**src/rtl/mdio_pkg.sv**
```systemverilog
package mdio_pkg;
  localparam int FRAME_BITS = 64;
  localparam int TA_FIRST   = 46;
  localparam int DATA_FIRST = 48;
  localparam int IDX_W      = $clog2(FRAME_BITS);

  typedef struct packed {
    logic       wr;
    logic [4:0] phy;
    logic [4:0] regad;
  } mdio_cmd_t;

  typedef enum logic {
    ENG_IDLE  = 1'b0,
    ENG_SHIFT = 1'b1
  } eng_state_t;
endpackage

```
**src/rtl/mdio_clkgen.sv**
```systemverilog
module mdio_clkgen #(
  parameter int DIV_HALF = 4
) (
  input  logic clk,
  input  logic rst_n,
  input  logic run,
  output logic mdc,
  output logic rise_tick,
  output logic fall_tick
);
  localparam int CW = (DIV_HALF > 1) ? $clog2(DIV_HALF) : 1;

  logic [CW-1:0] cnt;
  logic          last;

  assign last      = (cnt == CW'(DIV_HALF - 1));
  assign rise_tick = run && last && !mdc;
  assign fall_tick = run && last && mdc;

  always_ff @(posedge clk) begin
    if (!rst_n || !run) begin
      cnt <= '0;
      mdc <= 1'b0;
    end else if (last) begin
      cnt <= '0;
      mdc <= ~mdc;
    end else begin
      cnt <= cnt + 1'b1;
    end
  end

  AST_MDC_LOW_IDLE: assert property (@(posedge clk) disable iff (!rst_n)
    !run |-> !mdc) else $error("mdc high while idle");
endmodule

```
**src/rtl/mdio_frame_engine.sv**
```systemverilog
module mdio_frame_engine
  import mdio_pkg::*;
(
  input  logic       clk,
  input  logic       rst_n,
  input  logic       start,
  input  mdio_cmd_t  cmd,
  input  logic [15:0] wdata,
  input  logic       rise_tick,
  input  logic       fall_tick,
  input  logic       mdio_i,
  output logic       busy,
  output logic       mdio_o,
  output logic       mdio_oe,
  output logic       rd_done,
  output logic [15:0] rd_value
);
  eng_state_t                state;
  logic [FRAME_BITS-1:0]     shreg;
  logic [IDX_W-1:0]          idx;
  logic                      is_rd;
  logic [15:0]               cap;
  logic                      last_fall;

  assign busy      = (state == ENG_SHIFT);
  assign last_fall = busy && fall_tick && (idx == IDX_W'(FRAME_BITS - 1));
  assign rd_done   = last_fall && is_rd;
  assign rd_value  = cap;
  assign mdio_oe   = busy && !(is_rd && (idx >= IDX_W'(TA_FIRST)));
  assign mdio_o    = mdio_oe && shreg[FRAME_BITS-1];

  always_ff @(posedge clk) begin
    if (!rst_n) begin
      state <= ENG_IDLE;
      shreg <= '0;
      idx   <= '0;
      is_rd <= 1'b0;
      cap   <= '0;
    end else begin
      case (state)
        ENG_IDLE: begin
          if (start) begin
            shreg <= {32'hFFFF_FFFF, 2'b01,
                      (cmd.wr ? 2'b01 : 2'b10),
                      cmd.phy, cmd.regad,
                      (cmd.wr ? 2'b10 : 2'b00),
                      (cmd.wr ? wdata : 16'h0000)};
            idx   <= '0;
            is_rd <= !cmd.wr;
            state <= ENG_SHIFT;
          end
        end
        ENG_SHIFT: begin
          if (rise_tick && is_rd && (idx >= IDX_W'(DATA_FIRST)))
            cap <= {cap[14:0], mdio_i};
          if (fall_tick) begin
            if (idx == IDX_W'(FRAME_BITS - 1)) begin
              state <= ENG_IDLE;
            end else begin
              idx   <= idx + 1'b1;
              shreg <= {shreg[FRAME_BITS-2:0], 1'b0};
            end
          end
        end
        default: state <= ENG_IDLE;
      endcase
    end
  end

  AST_NO_RESTART_BUSY: assert property (@(posedge clk) disable iff (!rst_n)
    busy && $past(busy) && !$past(last_fall) |-> $stable(is_rd)) else $error("direction changed mid-frame");
endmodule

```
**src/rtl/mdio_host_regs.sv**
```systemverilog
module mdio_host_regs
  import mdio_pkg::*;
(
  input  logic        clk,
  input  logic        rst_n,
  input  logic        reg_wr,
  input  logic        reg_sel,
  input  logic [15:0] reg_wdata,
  input  logic        eng_busy,
  input  logic        rd_done,
  input  logic [15:0] rd_value,
  output mdio_cmd_t   cmd,
  output logic [15:0] data_q,
  output logic        start,
  output logic [15:0] ctrl_rdata
);
  logic host_busy;
  logic accept;

  assign host_busy  = eng_busy || start;
  assign accept     = reg_wr && !host_busy;
  assign ctrl_rdata = {host_busy, 4'b0000, cmd.wr, cmd.phy, cmd.regad};

  always_ff @(posedge clk) begin
    if (!rst_n) begin
      cmd    <= '0;
      data_q <= '0;
      start  <= 1'b0;
    end else begin
      start <= accept && !reg_sel;
      if (accept && !reg_sel) begin
        cmd.regad <= reg_wdata[4:0];
        cmd.phy   <= reg_wdata[9:5];
        cmd.wr    <= reg_wdata[10];
      end
      if (accept && reg_sel)
        data_q <= reg_wdata;
      else if (rd_done)
        data_q <= rd_value;
    end
  end

  AST_DATA_HOLD_BUSY: assert property (@(posedge clk) disable iff (!rst_n)
    eng_busy && $past(eng_busy) && !$past(rd_done) |-> $stable(data_q)) else $error("data changed while busy");
  AST_CMD_HOLD_BUSY: assert property (@(posedge clk) disable iff (!rst_n)
    eng_busy && $past(eng_busy) |-> $stable(cmd)) else $error("command changed while busy");
endmodule

```
**src/rtl/mdio_host_master.sv**
```systemverilog
module mdio_host_master
  import mdio_pkg::*;
#(
  parameter int DIV_HALF = 4
) (
  input  logic        clk,
  input  logic        rst_n,
  input  logic        reg_wr,
  input  logic        reg_sel,
  input  logic [15:0] reg_wdata,
  output logic [15:0] ctrl_rdata,
  output logic [15:0] data_rdata,
  output logic        mdc,
  output logic        mdio_o,
  output logic        mdio_oe,
  input  logic        mdio_i
);
  mdio_cmd_t   cmd;
  logic [15:0] data_q;
  logic [15:0] rd_value;
  logic        start;
  logic        eng_busy;
  logic        rd_done;
  logic        rise_tick;
  logic        fall_tick;

  assign data_rdata = data_q;

  mdio_host_regs u_regs (
    .clk       (clk),
    .rst_n     (rst_n),
    .reg_wr    (reg_wr),
    .reg_sel   (reg_sel),
    .reg_wdata (reg_wdata),
    .eng_busy  (eng_busy),
    .rd_done   (rd_done),
    .rd_value  (rd_value),
    .cmd       (cmd),
    .data_q    (data_q),
    .start     (start),
    .ctrl_rdata(ctrl_rdata)
  );

  mdio_clkgen #(.DIV_HALF(DIV_HALF)) u_clk (
    .clk      (clk),
    .rst_n    (rst_n),
    .run      (eng_busy),
    .mdc      (mdc),
    .rise_tick(rise_tick),
    .fall_tick(fall_tick)
  );

  mdio_frame_engine u_eng (
    .clk      (clk),
    .rst_n    (rst_n),
    .start    (start),
    .cmd      (cmd),
    .wdata    (data_q),
    .rise_tick(rise_tick),
    .fall_tick(fall_tick),
    .mdio_i   (mdio_i),
    .busy     (eng_busy),
    .mdio_o   (mdio_o),
    .mdio_oe  (mdio_oe),
    .rd_done  (rd_done),
    .rd_value (rd_value)
  );

  AST_START_SETS_BUSY: assert property (@(posedge clk) disable iff (!rst_n)
    start |=> eng_busy) else $error("start did not raise busy");
  AST_IDLE_RELEASED: assert property (@(posedge clk) disable iff (!rst_n)
    !ctrl_rdata[15] |-> !mdio_oe && !mdc) else $error("bus not released in idle");
  AST_MDIO_CHANGES_ON_FALL: assert property (@(posedge clk) disable iff (!rst_n)
    eng_busy && $past(eng_busy) && mdc |-> $stable(mdio_o) && $stable(mdio_oe)) else $error("mdio moved while mdc high");
endmodule

```
**config.mk**
```make
export PLATFORM = sky130hd
export DESIGN_NAME = mdio_host_master
export DESIGN_NICKNAME = d
export VERILOG_FILES = /design/src/rtl/mdio_pkg.sv /design/src/rtl/mdio_clkgen.sv /design/src/rtl/mdio_frame_engine.sv /design/src/rtl/mdio_host_regs.sv /design/src/rtl/mdio_host_master.sv
export SDC_FILE = /design/constraint.sdc
export NUM_CORES = 1
export LEC_CHECK = 0
export BUFFER_PORTS_ARGS = -buffer_cell sky130_fd_sc_hd__buf_2
export CORE_ASPECT_RATIO = 0.5
export CORE_MARGIN = 2
export CORE_UTILIZATION = 37
export CTS_CLUSTER_SIZE = 10
export DETAILED_ROUTE_END_ITERATION = 6
export GPL_TIMING_DRIVEN = 0
export PLACE_DENSITY = 0.53
export SYNTH_ARGS = -nofsm -noshare
export SYNTH_HDL_FRONTEND = slang
export SYNTH_SLANG_ARGS = --single-unit
```
**constraint.sdc**
```tcl
create_clock -name clk -period 2.11 [get_ports clk]
set_input_delay 0.3165 -clock clk [delete_from_list [all_inputs] [get_ports clk]]
set_output_delay 0.3165 -clock clk [all_outputs]
set_load 0.005 [all_outputs]
```
==> impl_metrics.yaml <==
logic_synthesis:
  yosysWarnings: 0
  ys_ff_latch: 119
  yosys.cell_types.count: 44
  synth.area.top_cells: "dfxtp_1 48%, mux2i_1 8.6%, o211a_1 8.4%, o221a_2 7.5%, nand2_1 6.3%"
  async_reset_ff_share_pct: 0
  synth_most_common_cell: "dfxtp_1"
  syn-instance-count: 490
  netlist_top_cells_count: "119 x dfxtp_1, 84 x nand2_1, 43 x mux2i_1"
  synth_edf_count: 0
  yosysSeqAreaShare_pct: 47.8
  synth_top_area_share_pct: 47.8
  syn_area_um2: 4990
  synth_flop_cell: "dfxtp_1"
  syn_area_per_cell_um2: 10.2
  synth_top_area_cell: "dfxtp_1"
worst_setup_path:
  slowest_stage: "buf_1"
  worstSetupEndpointType: "flip-flop"
  cp_max_fo: 19
  crit_family: "buffers and inverters"
  crit_type: "flip-flop to flip-flop"
  required_ps: 2400
  slowest_delay_ps: 500
  start_kind: "flip-flop"
  critPathBufInv: 3
  worstPathCellList: "buf_4 -> buf_2 -> buf_1 -> o221ai_1 -> o211a_1"
  r2r_slack_ps: 140
  arrival_ps: 2270
global_routing:
  grt_usage_pct: 18.7
  grt_pass1_wl_um: 20700
  grt.overflow.total: 0
  grt_max_degree: 20
  grt_pass1_vias: 3803
  grt_antenna_before_repair: 0
outcome:
  status: "completed"
finish:
  area_growth_pct: 21.1
  multiInputGateArea_um2: 2320
  drive_above_1_share_pct: 25.3
  n_antenna_cell: 0
  nets: 584
  fillers: 1270
  regArea_um2: 2380
sta:
  worst_slew_pin_slew_ps: 708
  period_share_pct: 93.5
  maxSlewHeadroom_pct: 52.8
  fmax_mhz: 507
  hold_viol_final: 0
  fin_tns_setup_ps: 0
  setup_violations: 0
  drv_slew: 0
  skew_ps: 12.9
  rsz0062_at_grt: "false"
  period_needed_ps: 1970
cts:
  postCtsSetupRepairBufs: 0
  clkSlewWorstSetupHoldPaths_ps: 60
  cts_sinks: 119
  clockRootBuffer: "clkbuf_16"
  hold_buffers: 0
  cts_buffer_depth: 2
  htreeDepth: 4
  numCtsBuffers: 17
  clock_latency_ps: 420
  cts_tree: "done"
hold_path:
  hp-class: "primary input to flip-flop"
place:
  io_buffers: 50
  gp_congestion: 0.777
  post-dp-hpwl_um: 9100
floorplan:
  die_w_um: 168
  die_h_um: 86.1
  core_area_um2: 12900
  die_area_um2: 14500
  pin_count: 56
  start_util_pct: 38.6
  row_count: 29
flow_run:
  cap_violations: 0
power:
  p_total_mw: 5.64
  peakVddDrop_mv: 0.345
  leakage_nw: 2.72
  p_per_area_nw_per_um2: 935
detailed_routing:
  avgViaCountPerCell: 5.42
  ant_nets: 0
  wl_um: 12900
  initialDrtViolationCount: 268
  first_pass_iters: 4
  num_vias: 4018
  routedWlPerCell_um: 17.4
  drc: 0
-- metal layers --
metal	up-vias	track usage, %	share of wire (%)
li1	1950	-	-
met3	13	4.71	5.9
met5	-	0	0
met4	0	8.15	1.2
met2	104	27.0	42
met1	1951	26.5	51
-- cell families (layout without fill, tap and decap cells) --
family	after synthesis	after routing	synth area share, %
AOI/OAI and AO/OA	139	139	24.5
and+or+nand+nor	129	129	12.3
DFF	119	119	47.8
buffers and inverters	56	135	6.00
muxes	43	43	8.63
adders and majority gates	2	2	0.502
other	1	4	0.0752
xor gates and xnor gates	1	1	0.176
-- repair_timing --
item	4_1_cts	5_1_grt
resized for setup	1	4
endpoints found under the hold margin	0	0
pin swaps	0	0
endpoints found under the setup margin	17	20
-- worst register-to-register path, cell delays in order, from the launching register on --
cell and delay [ps]:
dfxtp_1 320, buf_4 240, buf_2 320, buf_1 500, o221ai_1 290, o211a_1 190
-- cell usage in the layout, fill, tap and decap left out, types with 2 or more instances in the layout --
cell / count
bufinv_16: 2
clkbuf_16: 17
nand2_1: 84
a31oi_1: 3
nor2b_1: 18
o221ai_1: 14
clkbuf_2: 2
clkinvlp_4: 2
o211a_1: 42
a21oi_1: 5
nor3b_2: 2
clkbuf_1: 23
and3_1: 3
conb_1: 4
buf_4: 9
buf_2: 64
o211ai_1: 2
and2_1: 2
inv_1: 3
and4_1: 2
clkinv_2: 3
a21boi_0: 11
nand3_1: 8
clkbuf_8: 3
mux2i_1: 43
dfxtp_1: 119
o21ai_0: 20
o221a_2: 33
ha_1: 2
buf_6: 5
-- path summary, 6_finish.rpt --
path                 startpoint              end  cells past startpoint
setup / recovery     u_eng.busy  u_eng.shreg[14]                      5
hold / removal    reg_wdata[10]   u_regs.cmd[10]                      3
setup reg to reg     u_eng.busy  u_eng.shreg[14]                      5
hold reg to reg    u_clk.cnt[0]     u_clk.cnt[0]                      1
-- sequential cells by signal, summed over array words and instances, names as in the netlist --
register        count
u_clk.mdc           1
u_clk.cnt           2
u_eng.idx           6
u_eng.rd_value     16
u_regs.data_q      16
u_eng.is_rd         1
u_eng.shreg        64
u_eng.busy          1
u_regs.start        1
u_regs.cmd         11
-- through the flow --
step	setup WS (ps)	hold slack [ps]	cells	utilization, %	area, um2
final	136	176	742	46.7	6040
after global routing	0.959	175	742	46.7	6040
after CTS	32.6	168	742	46.7	6040
after detailed placement	-97.9	417	713	42.3	5460
after global placement	-83.2	416	713	42.3	5460
after floorplan	436	404	493	-	5000
-- power by group --
part           internal [mW]  leakage [nW]  switching (mW)
registers               2.34         0.969          0.0646
clock network           1.81         0.278            1.02
logic                  0.185          1.47           0.213
total                   4.34          2.72            1.30
-- final cells by class --
| cell class | instances | share of cell area [%] |
|---|---|---|
| multi-input cells | 318 | 38.5 |
| repair buffers | 50 | 4.14 |
| clock buffers | 22 | 7.85 |
| well taps | 170 | 3.52 |
| flip-flops and latches | 119 | 39.5 |
| plain buffers | 52 | 4.75 |
| clock inverters | 8 | 1.64 |
| inverters | 3 | 0.186 |
No activity file was read; power rests on OpenSTA's default activity.
